**src/rtl/rtc_pkg.sv**
```systemverilog
package rtc_pkg;

    localparam int NUM_FIELDS = 7;
    localparam int UNLOCK_STEPS = 7;

    localparam logic [7:0] ADDR_UNLOCK_FIRST = 8'h04;
    localparam logic [7:0] ADDR_UNLOCK_LAST  = 8'h1c;
    localparam logic [7:0] ADDR_RUNCTL       = 8'h20;
    localparam logic [7:0] ADDR_FILTER       = 8'h2c;
    localparam logic [7:0] ADDR_STATUS       = 8'h30;
    localparam logic [7:0] ADDR_ARM          = 8'h7c;
    localparam int PEND_BIT = 4;

    typedef struct packed {
        logic [6:0] year;
        logic [3:0] mon;
        logic [4:0] mday;
        logic [2:0] wday;
        logic [4:0] hour;
        logic [5:0] min;
        logic [5:0] sec;
    } caltime_t;

    localparam caltime_t TIME_RESET = '{year: 7'd0, mon: 4'd1, mday: 5'd1, wday: 3'd0,
                                        hour: 5'd0, min: 6'd0, sec: 6'd0};

    function automatic logic [7:0] unlock_key(input logic [2:0] step);
        case (step)
            3'd0:    return 8'hc6;
            3'd1:    return 8'h9a;
            3'd2:    return 8'h59;
            3'd3:    return 8'ha3;
            3'd4:    return 8'h57;
            3'd5:    return 8'h67;
            default: return 8'hd2;
        endcase
    endfunction

    function automatic logic leap_year(input logic [6:0] yr);
        return (yr[1:0] == 2'b00) && (yr != 7'd0);
    endfunction

    function automatic logic [4:0] month_len(input logic [3:0] mon, input logic [6:0] yr);
        case (mon)
            4'd2:                    return leap_year(yr) ? 5'd29 : 5'd28;
            4'd4, 4'd6, 4'd9, 4'd11: return 5'd30;
            default:                 return 5'd31;
        endcase
    endfunction

    function automatic caltime_t step_second(input caltime_t t);
        caltime_t n = t;
        if (t.sec >= 6'd59) begin
            n.sec = 6'd0;
            if (t.min >= 6'd59) begin
                n.min = 6'd0;
                if (t.hour >= 5'd23) begin
                    n.hour = 5'd0;
                    n.wday = (t.wday >= 3'd6) ? 3'd0 : t.wday + 3'd1;
                    if (t.mday >= month_len(t.mon, t.year)) begin
                        n.mday = 5'd1;
                        if (t.mon >= 4'd12) begin
                            n.mon  = 4'd1;
                            n.year = (t.year >= 7'd99) ? 7'd0 : t.year + 7'd1;
                        end else begin
                            n.mon = t.mon + 4'd1;
                        end
                    end else begin
                        n.mday = t.mday + 5'd1;
                    end
                end else begin
                    n.hour = t.hour + 5'd1;
                end
            end else begin
                n.min = t.min + 6'd1;
            end
        end else begin
            n.sec = t.sec + 6'd1;
        end
        return n;
    endfunction

    function automatic logic [6:0] field_get(input caltime_t t, input logic [2:0] f);
        case (f)
            3'd0:    return t.year;
            3'd1:    return {3'b0, t.mon};
            3'd2:    return {2'b0, t.mday};
            3'd3:    return {4'b0, t.wday};
            3'd4:    return {2'b0, t.hour};
            3'd5:    return {1'b0, t.min};
            default: return {1'b0, t.sec};
        endcase
    endfunction

    function automatic caltime_t field_put(input caltime_t t, input logic [2:0] f,
                                           input logic [6:0] v);
        caltime_t n = t;
        case (f)
            3'd0:    n.year = v;
            3'd1:    n.mon  = v[3:0];
            3'd2:    n.mday = v[4:0];
            3'd3:    n.wday = v[2:0];
            3'd4:    n.hour = v[4:0];
            3'd5:    n.min  = v[5:0];
            default: n.sec  = v[5:0];
        endcase
        return n;
    endfunction

endpackage

```
**src/rtl/rtc_prescaler.sv**
```systemverilog
module rtc_prescaler #(
    parameter int TICKS = 32768
) (
    input  logic clk,
    input  logic rst,
    input  logic run,
    input  logic ref_en,
    output logic tick
);
    localparam int CW = (TICKS > 1) ? $clog2(TICKS) : 1;
    localparam logic [CW-1:0] LAST = CW'(TICKS - 1);

    logic [CW-1:0] cnt;

    always_ff @(posedge clk) begin
        if (rst || !run) begin
            cnt <= '0;
        end else if (ref_en) begin
            cnt <= (cnt == LAST) ? '0 : cnt + 1'b1;
        end
    end

    assign tick = run && ref_en && (cnt == LAST);

    generate
        if (TICKS > 1) begin : g_spacing
            // two ticks are never adjacent when a second spans several pulses
            a_r4_tick_spacing: assert property (@(posedge clk) disable iff (rst)
                tick |=> !tick);
        end
    endgenerate

endmodule

```
**src/rtl/rtc_unlock.sv**
```systemverilog
module rtc_unlock
    import rtc_pkg::*;
(
    input  logic       clk,
    input  logic       rst,
    input  logic       we,
    input  logic [7:0] addr,
    input  logic [7:0] wdata,
    output logic       unlocked
);
    logic [2:0] step;
    logic       in_window;
    logic       key_ok;
    logic       first_ok;
    logic [7:0] want_addr;

    assign want_addr = ADDR_UNLOCK_FIRST + {3'b000, step, 2'b00};
    assign in_window = (addr >= ADDR_UNLOCK_FIRST) && (addr <= ADDR_UNLOCK_LAST)
                       && (addr[1:0] == 2'b00);
    assign key_ok    = (addr == want_addr) && (wdata == unlock_key(step));
    assign first_ok  = (addr == ADDR_UNLOCK_FIRST) && (wdata == unlock_key(3'd0));

    always_ff @(posedge clk) begin
        if (rst) begin
            step     <= 3'd0;
            unlocked <= 1'b0;
        end else if (we && in_window && !unlocked) begin
            if (key_ok) begin
                if (step == 3'(UNLOCK_STEPS - 1)) begin
                    unlocked <= 1'b1;
                    step     <= 3'd0;
                end else begin
                    step <= step + 3'd1;
                end
            end else begin
                step <= first_ok ? 3'd1 : 3'd0;
            end
        end
    end

    // unlocking is always caused by the final key write
    a_r3_last_key: assert property (@(posedge clk) disable iff (rst)
        $rose(unlocked) |-> $past(we && addr == ADDR_UNLOCK_LAST && wdata == unlock_key(3'd6)));

endmodule

```
**src/rtl/rtc_calendar.sv**
```systemverilog
module rtc_calendar
    import rtc_pkg::*;
(
    input  logic       clk,
    input  logic       rst,
    input  logic       adv,
    input  logic       ld,
    input  logic [2:0] ld_fld,
    input  logic [6:0] ld_val,
    output caltime_t   now,
    output caltime_t   nxt
);
    assign nxt = step_second(now);

    always_ff @(posedge clk) begin
        if (rst)      now <= TIME_RESET;
        else if (ld)  now <= field_put(now, ld_fld, ld_val);
        else if (adv) now <= nxt;
    end

    // the time moves only on a tick or a software load
    a_r4_only_on_tick: assert property (@(posedge clk) disable iff (rst)
        !$stable(now) |-> $past(adv || ld));

    // on a tick, any field change is accompanied by a seconds change
    a_r9_fields_together: assert property (@(posedge clk) disable iff (rst)
        (!$stable(now) && !$past(ld)) |-> !$stable(now.sec));

endmodule

```
**src/rtl/cal_rtc_top.sv**
```systemverilog
module cal_rtc_top
    import rtc_pkg::*;
#(
    parameter int TICKS = 32768
) (
    input  logic        clk,
    input  logic        rst,
    input  logic        ref_en,
    input  logic [7:0]  reg_addr,
    input  logic        reg_we,
    input  logic [31:0] reg_wdata,
    output logic [31:0] reg_rdata,
    output logic        irq
);
    logic       unlocked;
    logic       stop;
    logic [7:0] arm;
    logic       pend;
    logic [2:0] filt;
    caltime_t   alarm;
    caltime_t   now;
    caltime_t   nxt;
    logic       tick;

    logic       bank_hit;
    logic       bank_sel;
    logic [2:0] fld;
    logic       time_ld;
    logic       alarm_ld;
    logic       prot_ok;
    logic       match;

    logic unused_wdata;
    assign unused_wdata = ^reg_wdata[31:8];

    assign bank_hit = (reg_addr[7:6] == 2'b01) && (reg_addr[1:0] == 2'b00)
                      && (reg_addr[4:2] != 3'd7);
    assign bank_sel = reg_addr[5];
    assign fld      = reg_addr[4:2];
    assign prot_ok  = reg_we && unlocked;
    assign time_ld  = prot_ok && bank_hit && !bank_sel;
    assign alarm_ld = prot_ok && bank_hit && bank_sel;

    rtc_unlock u_unlock (
        .clk      (clk),
        .rst      (rst),
        .we       (reg_we),
        .addr     (reg_addr),
        .wdata    (reg_wdata[7:0]),
        .unlocked (unlocked)
    );

    rtc_prescaler #(.TICKS(TICKS)) u_presc (
        .clk    (clk),
        .rst    (rst),
        .run    (!stop),
        .ref_en (ref_en),
        .tick   (tick)
    );

    rtc_calendar u_cal (
        .clk    (clk),
        .rst    (rst),
        .adv    (tick),
        .ld     (time_ld),
        .ld_fld (fld),
        .ld_val (reg_wdata[6:0]),
        .now    (now),
        .nxt    (nxt)
    );

    always_comb begin
        match = 1'b1;
        for (int f = 0; f < NUM_FIELDS; f++) begin
            if (arm[f+1] && (field_get(nxt, 3'(f)) != field_get(alarm, 3'(f))))
                match = 1'b0;
        end
    end

    always_ff @(posedge clk) begin
        if (rst) begin
            stop  <= 1'b1;
            arm   <= 8'h00;
            pend  <= 1'b0;
            filt  <= 3'd0;
            alarm <= TIME_RESET;
        end else begin
            if (prot_ok && reg_addr == ADDR_RUNCTL) stop <= reg_wdata[0];
            if (prot_ok && reg_addr == ADDR_ARM)    arm  <= reg_wdata[7:0];
            if (reg_we && reg_addr == ADDR_FILTER)  filt <= reg_wdata[2:0];
            if (alarm_ld) alarm <= field_put(alarm, fld, reg_wdata[6:0]);
            if (tick && !time_ld && arm[0] && match)
                pend <= 1'b1;
            else if (reg_we && reg_addr == ADDR_STATUS && reg_wdata[PEND_BIT])
                pend <= 1'b0;
        end
    end

    assign irq = pend && arm[0];

    always_comb begin
        reg_rdata = 32'h0;
        if (bank_hit)
            reg_rdata = {25'h0, field_get(bank_sel ? alarm : now, fld)};
        else if (reg_addr == ADDR_RUNCTL)
            reg_rdata = {31'h0, stop};
        else if (reg_addr == ADDR_FILTER)
            reg_rdata = {29'h0, filt};
        else if (reg_addr == ADDR_STATUS)
            reg_rdata = 32'(pend) << PEND_BIT;
        else if (reg_addr == ADDR_ARM)
            reg_rdata = {24'h0, arm};
    end

    // while stopped, only a software load can change the time
    a_r5_frozen: assert property (@(posedge clk) disable iff (rst)
        ($past(stop) && !$past(time_ld)) |-> $stable(now));

    // the pending flag is only raised while the alarm is enabled
    a_r14_needs_enable: assert property (@(posedge clk) disable iff (rst)
        $rose(pend) |-> $past(arm[0]));

    // protected registers stay put while locked
    a_r2_locked_arm: assert property (@(posedge clk) disable iff (rst)
        $past(!unlocked) |-> $stable(arm) && $stable(alarm));

    // irq never rises without a tick or arming write the cycle before
    a_r10_irq_source: assert property (@(posedge clk) disable iff (rst)
        $rose(irq) |-> $past(tick || reg_we));

endmodule

```
**config.mk**
```make
export PLATFORM = sky130hd
export DESIGN_NAME = cal_rtc_top
export DESIGN_NICKNAME = d
export VERILOG_FILES = /design/src/rtl/rtc_pkg.sv /design/src/rtl/rtc_prescaler.sv /design/src/rtl/rtc_unlock.sv /design/src/rtl/rtc_calendar.sv /design/src/rtl/cal_rtc_top.sv
export SDC_FILE = /design/constraint.sdc
export NUM_CORES = 1
export LEC_CHECK = 0
export BUFFER_PORTS_ARGS = -buffer_cell sky130_fd_sc_hd__buf_2
export CAP_MARGIN = 20
export CORE_ASPECT_RATIO = 2
export CORE_UTILIZATION = 40
export CTS_CLUSTER_SIZE = 16
export DETAILED_ROUTE_END_ITERATION = 16
export GPL_TIMING_DRIVEN = 0
export SYNTH_ARGS = -nofsm -noshare
export SYNTH_HDL_FRONTEND = slang
export SYNTH_SLANG_ARGS = --single-unit
```
**constraint.sdc**
```tcl
create_clock -name clk -period 5.1 [get_ports clk]
set_clock_uncertainty 0.05 [all_clocks]
set_input_delay 0.51 -clock clk [delete_from_list [all_inputs] [get_ports clk]]
set_output_delay 0.51 -clock clk [all_outputs]
set_load 0.02 [all_outputs]
```
==> results_tabular.tex <==
\begin{tabular}{lr}
\hline
Metric & Value \\
\hline
\multicolumn{2}{l}{\textbf{Synthesis}} \\
\quad Ys flop type & sky130\_fd\_sc\_hd\_\_dfxtp\_1 \\
\quad Count of flip-flops with a built-in enable after synthesis & 0 \\
\quad Synth Area per Inst & 7.57 um2 \\
\quad Synthesis-stage register bit count & 104 \\
\quad Synthesized cell area & 0.00755 mm2 \\
\quad Part of the Yosys area used for sequential elements & 27.6\% \\
\quad Yosys synthesis warning count & 0 \\
\quad Distinct cell type count of the synthesized netlist & 83 \\
\quad Gate count after technology mapping & 997 \\
\quad Async set or reset register ratio after synthesis & 0\% \\
\multicolumn{2}{l}{\textbf{Timing}} \\
\quad Min cycle time layout & 4.16 ns \\
\quad Final-report setup violation count & 0 \\
\quad Fmax & 0.240 GHz \\
\quad Number of max-slew violations in the final report & 0 \\
\quad Unrepaired setup endpoints after global routing & false \\
\quad Remaining max-slew budget at the tightest pin & 37.7\% \\
\quad Hold violation count in the final report & 0 \\
\quad Post-Route Setup TNS & 0 ns \\
\quad Min Hold Slack & 0.403 ns \\
\quad Least-Margin Pin Slew & 0.935 ns \\
\quad Tcrit/Tclk final & 81.6\% \\
\multicolumn{2}{l}{\textbf{Clocking}} \\
\quad TritonCTS clock tree & yes \\
\quad Clock edge transition at the registers on the reported setup and hold paths & 0.08 ns \\
\quad Post-cts hold buffer count & 0 \\
\quad Num CTS Buffers & 9 \\
\quad Clock tree buffer depth & 2 \\
\quad Post-CTS Setup Bufs & 0 \\
\quad Number of H-tree levels & 3 \\
\quad Buffer type at the clock tree root & sky130\_fd\_sc\_hd\_\_clkbuf\_16 \\
\quad Clock latency on the worst-skew pair & 0.37 ns \\
\quad Sink Count & 104 \\
\quad \# resized after CTS & 0 \\
\multicolumn{2}{l}{\textbf{Routing}} \\
\quad Post-route antenna net violation count & 0 \\
\quad Vias per Instance & 6.19 \\
\quad First-pass iteration count of the detailed router & 5 \\
\quad Average wire per standard cell & 23.3 um \\
\quad Number of DRC violations after detailed routing & 0 \\
\quad Starting DRT DRC Count & 690 \\
\quad Count of vias placed by the detailed router & 7,907 \\
\quad Final WL & 29,800 um \\
\multicolumn{2}{l}{\textbf{Layout}} \\
\quad Count of fill cells added during filler insertion & 1,898 \\
\quad Most common cell after layout, fill and taps aside & sky130\_fd\_sc\_hd\_\_nor2\_1 \\
\quad Post-synthesis to final-layout area growth & 10.2\% \\
\quad Most used cells in the layout excluding fill and tap cells & 123 x sky130\_fd\_sc\_hd\_\_nor2\_1, 104 x sky130\_fd\_sc\_hd\_\_dfxtp\_1, 90 x sky130\_fd\_sc\_hd\_\_nand2\_1 \\
\quad Total number of nets in the final design & 1,119 \\
\quad Fraction of final layout cells sized beyond drive strength 1 & 9.61\% \\
\quad Antenna diode count & 0 \\
\multicolumn{2}{l}{\textbf{Floorplan}} \\
\quad Floorplan row count & 70 \\
\quad Placeable Area & 0.0184 mm2 \\
\quad Die Area & 0.0195 mm2 \\
\quad Ports & 77 \\
\quad Vert. Die Dim & 196 um \\
\quad Die outline width & 99.2 um \\
\quad Starting Density & 41.1\% \\
\multicolumn{2}{l}{\textbf{Placement}} \\
\quad HPWL reported at the end of detailed placement & 22,500 um \\
\quad Final Wtd Congestion & 1.01 \\
\quad Number of port buffers & 23 \\
\multicolumn{2}{l}{\textbf{Setup path}} \\
\quad Cell depth of the worst flop-to-flop path & 15 \\
\quad Worst Setup Path Type & flop to flop \\
\quad Crit start category & flop \\
\quad Required time worst endpoint & 5.34 ns \\
\quad Capturing element type of the critical path & flop \\
\quad Signal arrival time at the worst endpoint & 4.40 ns \\
\quad Worst-path maximum fanout & 9 \\
\quad Register-to-register path setup slack & 0.94 ns \\
\multicolumn{2}{l}{\textbf{Run status}} \\
\quad Run status & finished clean \\
\multicolumn{2}{l}{\textbf{Power and ir drop}} \\
\quad Pwr Total & 0.00166 W \\
\quad Max IR drop VDD & 0.000180 V \\
\quad Leakage dissipation & 2.95 nW \\
\quad Total power per unit cell area & 199 mW/mm2 \\
\multicolumn{2}{l}{\textbf{Global routing}} \\
\quad Grt ovf & 0 \\
\quad Global-route wire length before repair & 44,900 um \\
\quad Initial antenna violation count & 0 \\
\quad Maximum number of pins on one net before global-route repair & 20 \\
\quad Via count of the first global-routing pass & 7,520 \\
\quad Overall Global Routing Usage & 31.4\% \\
\multicolumn{2}{l}{\textbf{Run}} \\
\quad Number of max-capacitance violations reported & 0 \\
\multicolumn{2}{l}{\textbf{Min path}} \\
\quad Min-Delay Path Depth & 3 \\
\quad Min-Delay Path Class & input pin to flop \\
\hline
\end{tabular}
[synthesized netlist by cell type, types with 4 or more instances]
library cell | n | area [um2]
sky130_fd_sc_hd__a211oi_1 | 8 | 60.1
sky130_fd_sc_hd__a21boi_0 | 5 | 37.5
sky130_fd_sc_hd__a21oi_1 | 88 | 440
sky130_fd_sc_hd__a22oi_1 | 10 | 75.1
sky130_fd_sc_hd__a31oi_1 | 13 | 81.3
sky130_fd_sc_hd__a41oi_1 | 6 | 52.6
sky130_fd_sc_hd__and3_1 | 11 | 68.8
sky130_fd_sc_hd__and4_1 | 4 | 35.0
sky130_fd_sc_hd__buf_1 | 4 | 15.0
sky130_fd_sc_hd__buf_2 | 5 | 25.0
sky130_fd_sc_hd__buf_4 | 27 | 203
sky130_fd_sc_hd__clkbuf_1 | 55 | 206
sky130_fd_sc_hd__dfxtp_1 | 104 | 2080
sky130_fd_sc_hd__ha_1 | 19 | 238
sky130_fd_sc_hd__inv_1 | 23 | 86.3
sky130_fd_sc_hd__mux2_2 | 4 | 45.0
sky130_fd_sc_hd__mux2i_1 | 61 | 611
sky130_fd_sc_hd__nand2_1 | 90 | 338
sky130_fd_sc_hd__nand2b_1 | 7 | 43.8
sky130_fd_sc_hd__nand3_1 | 34 | 170
sky130_fd_sc_hd__nand3b_1 | 4 | 30.0
sky130_fd_sc_hd__nand4_1 | 12 | 75.1
sky130_fd_sc_hd__nor2_1 | 123 | 462
sky130_fd_sc_hd__nor2b_1 | 9 | 56.3
sky130_fd_sc_hd__nor3_1 | 22 | 110
sky130_fd_sc_hd__nor4_1 | 8 | 50.1
sky130_fd_sc_hd__o2111ai_1 | 5 | 43.8
sky130_fd_sc_hd__o211ai_1 | 12 | 90.1
sky130_fd_sc_hd__o21a_1 | 5 | 37.5
sky130_fd_sc_hd__o21ai_0 | 61 | 305
sky130_fd_sc_hd__o21ai_1 | 4 | 20.0
sky130_fd_sc_hd__o221ai_1 | 6 | 52.6
sky130_fd_sc_hd__o22ai_1 | 10 | 62.6
sky130_fd_sc_hd__o31a_1 | 4 | 35.0
sky130_fd_sc_hd__or2_2 | 4 | 25.0
sky130_fd_sc_hd__or3_1 | 9 | 56.3
sky130_fd_sc_hd__xnor2_1 | 24 | 210
sky130_fd_sc_hd__xor2_1 | 21 | 184
[final timing paths]
kind | start | end
setup / recovery | u_cal.now[29] | pend
hold / removal | reg_wdata[6] | alarm[35]
setup reg to reg | u_cal.now[29] | pend
hold reg to reg | filt[2] | filt[2]
[per-layer routing]
layer / global-route usage (%) / vias to the layer above / routed length [um]
li1: - / 3703 / -
met1: 32.0 / 3671 / 10500
met2: 53.6 / 380 / 14400
met3: 5.17 / 153 / 1710
met4: 29.5 / 0 / 3100
met5: 0 / - / 0
[logic make-up (layout without fill, tap and decap cells)]
family / Yosys count / count (layout) / synth area share, %
AO/OA/AOI/OAI: 285 / 285 / 24.5
XOR/XNOR: 45 / 45 / 5.22
adder cells (fa/ha/maj): 19 / 19 / 3.15
buffers and inverters: 117 / 158 / 7.36
flip-flops: 104 / 104 / 27.6
multiplexers: 68 / 68 / 9.58
other: 1 / 24 / 0.0497
AND/OR/NAND/NOR: 358 / 358 / 22.6
[power by group]
group / internal (W) / switching, W / leakage, nW / total (W)
Combinational: 0.0000367 / 0.0000982 / 1.97 / 0.000135
Clock: 0.000343 / 0.000368 / 0.140 / 0.000710
Sequential: 0.000811 / 0.0000000142 / 0.837 / 0.000811
Total: 0.00119 / 0.000466 / 2.95 / 0.00166
[stage by stage]
stage	setup WS, ns	cell area, um2	std cells	util [%]
floorplan	1.70	7640	1020	-
global placement	0.967	8020	1259	43.6
detailed placement	0.931	8030	1260	43.7
CTS	0.993	8320	1276	45.2
global route	0.488	8320	1277	45.3
finish	0.940	8320	1277	45.3
[flip-flops by register name, summed over array words and instances (netlist names)]
register,count
arm,8
stop,1
filt,3
u_presc.cnt,15
pend,1
u_unlock.step,3
u_cal.now,36
u_unlock.unlocked,1
alarm,36
[area by class of cell]
cell class | count | area, um2 | share of cell area (%)
multi-input combinational | 799 | 5000 | 60.1
sequential | 104 | 2080 | 25.0
buffer | 93 | 465 | 5.59
tap | 216 | 270 | 3.25
clock buffer | 9 | 225 | 2.71
timing repair buffer | 25 | 125 | 1.50
inverter | 24 | 90.1 | 1.08
clock inverter | 7 | 63.8 | 0.767
[critical path: stages (launching register included)]
cell,delay (ns)
sky130_fd_sc_hd__dfxtp_1,0.34
sky130_fd_sc_hd__clkbuf_1,0.34
sky130_fd_sc_hd__inv_1,0.09
sky130_fd_sc_hd__ha_1,0.22
sky130_fd_sc_hd__a21boi_0,0.15
sky130_fd_sc_hd__o21ai_0,0.19
sky130_fd_sc_hd__o21ai_0,0.11
sky130_fd_sc_hd__ha_1,0.29
sky130_fd_sc_hd__nand2b_1,0.09
sky130_fd_sc_hd__a21oi_1,0.18
sky130_fd_sc_hd__nor4_2,0.55
sky130_fd_sc_hd__mux2i_1,0.37
sky130_fd_sc_hd__xnor2_1,0.11
sky130_fd_sc_hd__a2111oi_0,0.50
sky130_fd_sc_hd__o2111ai_1,0.24
sky130_fd_sc_hd__o31ai_2,0.25
Note: power is estimated with default switching activity, not from simulation.
